===== src/rtl/ctr_timer.sv =====
module ctr_timer #(
  parameter int CW  = 16,
  parameter int PSW = 4
) (
  input  logic          clk,
  input  logic          rst_n,
  input  logic          wr_en,
  input  logic [1:0]    wr_sel,
  input  logic [7:0]    wr_data,
  input  logic          start,
  input  logic          stop,
  input  logic          ext_tick,
  input  logic          txc_tick,
  input  logic          xtal_tick,
  output logic [CW-1:0] count,
  output logic          ready,
  output logic          sq_out
);
  localparam int HBW = CW - 8;

  logic [2:0]     mode_q;
  logic [CW-1:0]  pre_q, cnt_q;
  logic [PSW-1:0] ps_q;
  logic           run_q, rdy_q, sq_q;
  logic           src, div_sel, adv, mode_wr, timer_md, at_end;

  always_comb begin
    unique case (mode_q)
      3'b000, 3'b100, 3'b101: src = ext_tick;
      3'b001:                 src = txc_tick;
      3'b011, 3'b110, 3'b111: src = xtal_tick;
      default:                src = 1'b0;
    endcase
  end

  assign div_sel  = (mode_q == 3'b011) || (mode_q == 3'b101) || (mode_q == 3'b111);
  assign adv      = div_sel ? (src && (&ps_q)) : src;
  assign mode_wr  = wr_en && (wr_sel == 2'd0);
  assign timer_md = mode_q[2];
  assign at_end   = (cnt_q <= CW'(1));

  always_ff @(posedge clk) begin
    if (!rst_n) begin
      pre_q <= '0;
    end else if (wr_en) begin
      if (wr_sel == 2'd1) pre_q[7:0]    <= wr_data;
      if (wr_sel == 2'd2) pre_q[CW-1:8] <= wr_data[HBW-1:0];
    end
  end

  always_ff @(posedge clk) begin
    if (!rst_n) begin
      mode_q <= 3'b000;
      cnt_q  <= '0;
      ps_q   <= '0;
      run_q  <= 1'b0;
      rdy_q  <= 1'b0;
      sq_q   <= 1'b0;
    end else if (mode_wr) begin
      mode_q <= wr_data[2:0];
      cnt_q  <= pre_q;
      ps_q   <= '0;
      run_q  <= 1'b0;
      rdy_q  <= 1'b0;
      sq_q   <= 1'b0;
    end else if (stop) begin
      run_q <= 1'b0;
      rdy_q <= 1'b0;
    end else if (start) begin
      cnt_q <= pre_q;
      ps_q  <= '0;
      sq_q  <= 1'b0;
      rdy_q <= 1'b0;
      run_q <= !timer_md;
    end else begin
      if (div_sel && src) ps_q <= ps_q + 1'b1;
      if (adv) begin
        if (timer_md) begin
          if (at_end) begin
            cnt_q <= pre_q;
            sq_q  <= !sq_q;
          end else begin
            cnt_q <= cnt_q - 1'b1;
          end
        end else if (run_q) begin
          if (cnt_q != '0) cnt_q <= cnt_q - 1'b1;
          if (at_end) begin
            rdy_q <= 1'b1;
            run_q <= 1'b0;
          end
        end
      end
    end
  end

  assign count  = cnt_q;
  assign ready  = rdy_q;
  assign sq_out = sq_q;
endmodule


===== config.mk =====
export PLATFORM = sky130hd
export DESIGN_NAME = ctr_timer
export DESIGN_NICKNAME = d
export VERILOG_FILES = /design/src/rtl/ctr_timer.sv
export SDC_FILE = /design/constraint.sdc
export NUM_CORES = 1
export LEC_CHECK = 0
export BUFFER_PORTS_ARGS = -buffer_cell sky130_fd_sc_hd__buf_2
export CAP_MARGIN = 25
export CORE_MARGIN = 2
export CORE_UTILIZATION = 30
export CTS_BUF_LIST = sky130_fd_sc_hd__clkbuf_4 sky130_fd_sc_hd__clkbuf_8 sky130_fd_sc_hd__clkbuf_16
export CTS_CLUSTER_SIZE = 16
export DETAILED_ROUTE_END_ITERATION = 10
export GPL_TIMING_DRIVEN = 0
export HOLD_SLACK_MARGIN = 0.03
export PLACE_DENSITY = 0.44
export SLEW_MARGIN = 10
export SYNTH_ARGS = -nofsm -noshare
export SYNTH_HDL_FRONTEND = slang
export SYNTH_SLANG_ARGS = --single-unit

===== constraint.sdc =====
create_clock -name clk -period 2.6 [get_ports clk]
set_input_delay 0.13 -clock clk [delete_from_list [all_inputs] [get_ports clk]]
set_output_delay 0.13 -clock clk [all_outputs]
set_load 0.03 [all_outputs]

==> qor.yml <==
run_status:
  run_status: "finished clean"
route:
  wl_per_cell_um: 17.6
  first_pass_iters: 4
  ant_nets: 0
  wl_um: 7390
  route.detailed.drc: 0
  post_drt_via_cell_ratio: 5.35
  detailroute.via_count: 2241
  detail_route.iter0.violations: 158
cells_and_area:
  layout.nets: 337
  diodes: 0
  area_growth_pct: 19.2
  layout-drive-gt1-share_pct: 24.6
worst_setup_path:
  timing.setup.critical_path_class: "flip-flop to flip-flop"
  worstReg2RegEnd: "count[7]$_SDFFE_PN0P_"
  critical_path_required_ps: 2780
  r2r_start: "count[12]$_SDFFE_PN0P_"
  critical_path.endpoint_type: "flip-flop"
  timing.critical_path.fanout_max: 10
  setup.reg_to_reg.worst_slack_ps: 90
  critical_path_arrival_ps: 2690
  cp-start-kind: "flip-flop"
  worst_r2r_path_depth: 6
power_and_ir_drop:
  power.internal_mw: 1.19
  power.combinational.fraction_pct: 30.9
  clkPwrFrac_pct: 30.3
  vdd_ir_drop_max_mv: 0.255
  power_mw: 1.84
  p_sw_mw: 0.651
  leakage_nw: 1.23
  pwr-share-seq_pct: 38.8
  powerDensity_mw_per_mm2: 639
  switching_fraction_of_total_power_pct: 35.3
floorplan:
  core.rowCount: 32
  die_w_um: 93.8
  dieArea_mm2: 0.00880
  core_area_mm2: 0.00777
  num_io_pins: 36
  fp.dieH_um: 93.8
  initial_utilization_pct: 31.2
place:
  dp_hpwl_um: 5510
  gp_routability_congestion: 0.795
  port_buffers: 35
timing:
  finalSetupViolations: 0
  rsz0062_at_grt: "false"
  finalWorstPathRequiredPeriod_ps: 2510
  clock.fmax_mhz: 398
  fin_skew_ps: 15.2
  hold_viol: 0
  max-slew-margin-rel_pct: 37.6
  worst-slew-pin-transition_ps: 923
  final_max_slew_viol_count: 0
  finalHoldWorstSlack_ps: 30.8
  final_min_period_over_clock_period_pct: 96.7
synthesis:
  syn_avg_cell_area_um2: 8.93
  synthDistinctLibCells: 53
  post_synth_instance_area_mm2: 0.00242
  async_reset_ff_share_pct: 0
  synth_top_cells_by_area: "sky130_fd_sc_hd__dfxtp_1 35%, sky130_fd_sc_hd__mux2i_1 10%, sky130_fd_sc_hd__nor2_1 5.0%"
  synth-warning-count: 0
  synth_top_area_share_pct: 34.7
  syn_nets: 292
  ys.flop_type: "sky130_fd_sc_hd__dfxtp_1"
  synth_seq_area_share_pct: 34.7
  synth_area_leader_cell: "sky130_fd_sc_hd__dfxtp_1"
  synth_edf_count: 0
  synthCells: 271
  number_of_flip_flops_and_latches_in_the_synthesized_netlist: 42
hold_path:
  whs_path_depth: 2
  min_path_type: "input pin to flip-flop"
  hold_path.startpoint: "stop"
  endpoint_worst_hold: "run_q$_SDFFE_PP0P_"
global_routing:
  pin_count_of_the_biggest_net_entering_global_routing: 15
  number_of_global_route_vias_before_repair: 2242
  grt-ovfl-total: 0
  gr-usage-all-layers_pct: 18.1
  initial_antenna_violation_count: 0
  grt_pass1_wl_um: 12200
clock_network:
  clk_path_buf_depth: 2
  hold_buffers: 0
  clk_latency_ps: 320
  cts_htree_levels: 2
  clkSinkCount: 42
  cts_buffers: 5
  cts.root.buffer_cell: "sky130_fd_sc_hd__clkbuf_8"
  clock_edge_transition_at_the_registers_on_the_reported_setup_and_hold_paths_ps: 100
  cts_tree: "yes"
job:
  max_cap_violations: 0
-- cell usage after synthesis (4+ instances only) --
| cell type | number |
|---|---|
| sky130_fd_sc_hd__mux2i_1 | 25 |
| sky130_fd_sc_hd__inv_1 | 6 |
| sky130_fd_sc_hd__a21oi_1 | 10 |
| sky130_fd_sc_hd__o32ai_1 | 4 |
| sky130_fd_sc_hd__dfxtp_1 | 42 |
| sky130_fd_sc_hd__or3b_2 | 4 |
| sky130_fd_sc_hd__nor2_1 | 32 |
| sky130_fd_sc_hd__nor3b_1 | 4 |
| sky130_fd_sc_hd__nor4_1 | 8 |
| sky130_fd_sc_hd__o32ai_2 | 7 |
| sky130_fd_sc_hd__o21a_1 | 11 |
| sky130_fd_sc_hd__clkbuf_1 | 13 |
| sky130_fd_sc_hd__o21ai_0 | 6 |
| sky130_fd_sc_hd__nor3_1 | 10 |
| sky130_fd_sc_hd__and3_1 | 5 |
| sky130_fd_sc_hd__nand2_1 | 12 |
| sky130_fd_sc_hd__nand3_1 | 14 |
-- cell families (layout without fill, tap and decap cells) --
kind of cell | count (synthesis) | in the layout | share of synthesized area (%)
DFF | 42 | 42 | 34.7
muxes | 25 | 25 | 10.3
and+or+nand+nor | 111 | 111 | 24.9
adders and majority gates | 3 | 3 | 1.55
xor gates and xnor gates | 3 | 3 | 1.09
buffers and inverters | 25 | 71 | 5.69
AOI/OAI and AO/OA | 62 | 62 | 21.7
-- stage by stage --
step	util (%)	worst slack, ps	instance area, um2	instances	TNS (ps)
after floorplan	-	187	2420	271	0
after global placement	35.1	-42.5	2720	408	-340
after detailed placement	35.1	2.52	2730	409	0
after CTS	36.8	52.9	2860	419	0
after global routing	37.1	13.1	2880	419	0
final	37.1	85.7	2880	419	0
-- repair_timing --
action	4_1_cts	5_1_grt
setup endpoints to repair	6	15
buffers inserted	2	0
endpoints found under the hold margin	0	0
pin swaps	1	0
gates resized for setup	0	8
-- power by group through the flow --
stage | Clock, mW | Combinational [mW] | Sequential (mW)
3_5_place_dp | 0 | 0.554 | 0.730
2_1_floorplan | 0 | 0.376 | 0.759
3_3_place_gp | 0 | 0.553 | 0.730
6_report | 0.558 | 0.570 | 0.715
4_1_cts | 0.567 | 0.560 | 0.715
5_1_grt | 0.588 | 0.629 | 0.721
-- layer usage --
| metal | global-route usage [%] | routed length, um | vias up |
|---|---|---|---|
| met5 | 0 | 0 | - |
| met4 | 4.95 | 85 | 0 |
| met3 | 3.05 | 337 | 8 |
| li1 | - | - | 1118 |
| met1 | 25.7 | 3610 | 1068 |
| met2 | 28.3 | 3370 | 47 |
-- worst max-delay path, cell delays in order, from the launching register on --
cell and delay, ps:
sky130_fd_sc_hd__dfxtp_1 380, sky130_fd_sc_hd__or4_4 610, sky130_fd_sc_hd__or3b_2 550, sky130_fd_sc_hd__o21ai_4 280, sky130_fd_sc_hd__buf_12 180, sky130_fd_sc_hd__mux2i_1 280
sky130_fd_sc_hd__o32ai_2 110
-- cell type report --
| type | instances | area, um2 |
|---|---|---|
| multi-input cells | 204 | 1470 |
| flip-flops and latches | 42 | 841 |
| inverters | 6 | 22.5 |
| plain buffers | 19 | 120 |
| clock inverters | 3 | 43.8 |
| fillers | 821 | 4880 |
| clock buffers | 5 | 68.8 |
| repair buffers | 38 | 195 |
| well taps | 102 | 128 |
-- cell usage in the layout (no fill, tap or decap), types with 4 or more instances in the layout --
cell,count
sky130_fd_sc_hd__o32ai_1,4
sky130_fd_sc_hd__a21oi_1,10
sky130_fd_sc_hd__nand2_1,12
sky130_fd_sc_hd__inv_1,6
sky130_fd_sc_hd__o32ai_2,7
sky130_fd_sc_hd__clkbuf_1,12
sky130_fd_sc_hd__buf_2,37
sky130_fd_sc_hd__nor4_1,7
sky130_fd_sc_hd__clkbuf_8,5
sky130_fd_sc_hd__o21a_1,11
sky130_fd_sc_hd__nor3_1,10
sky130_fd_sc_hd__dfxtp_1,42
sky130_fd_sc_hd__buf_6,4
sky130_fd_sc_hd__nor2_1,30
sky130_fd_sc_hd__nand3_1,14
sky130_fd_sc_hd__o21ai_0,6
sky130_fd_sc_hd__mux2i_1,25
sky130_fd_sc_hd__and3_1,5
sky130_fd_sc_hd__or3b_2,4
-- flip-flops by register name, indices dropped and copies added, names as in the netlist --
| signal | flops |
|---|---|
| mode_q | 3 |
| pre_q | 16 |
| ps_q | 4 |
| ready | 1 |
| sq_out | 1 |
| count | 16 |
| run_q | 1 |
-- how the worst max path moves through the flow --
| stage | cells past startpoint | end | slack (ps) | from |
|---|---|---|---|---|
| after floorplan | 9 | count[13]$_SDFFE_PN0P_ | 190 | count[4]$_SDFFE_PN0P_ |
| after global placement | 8 | count[2]$_SDFFE_PN0P_ | -40 | count[0]$_SDFFE_PN0P_ |
| after detailed placement | 8 | count[14]$_SDFFE_PN0P_ | 3 | count[0]$_SDFFE_PN0P_ |
| after CTS | 8 | count[2]$_SDFFE_PN0P_ | 50 | count[0]$_SDFFE_PN0P_ |
| after global routing | 7 | count[12]$_SDFFE_PN0P_ | 10 | count[0]$_SDFFE_PN0P_ |
| final | 6 | count[7]$_SDFFE_PN0P_ | 90 | count[12]$_SDFFE_PN0P_ |
Note: power is estimated with default switching activity, not from simulation.
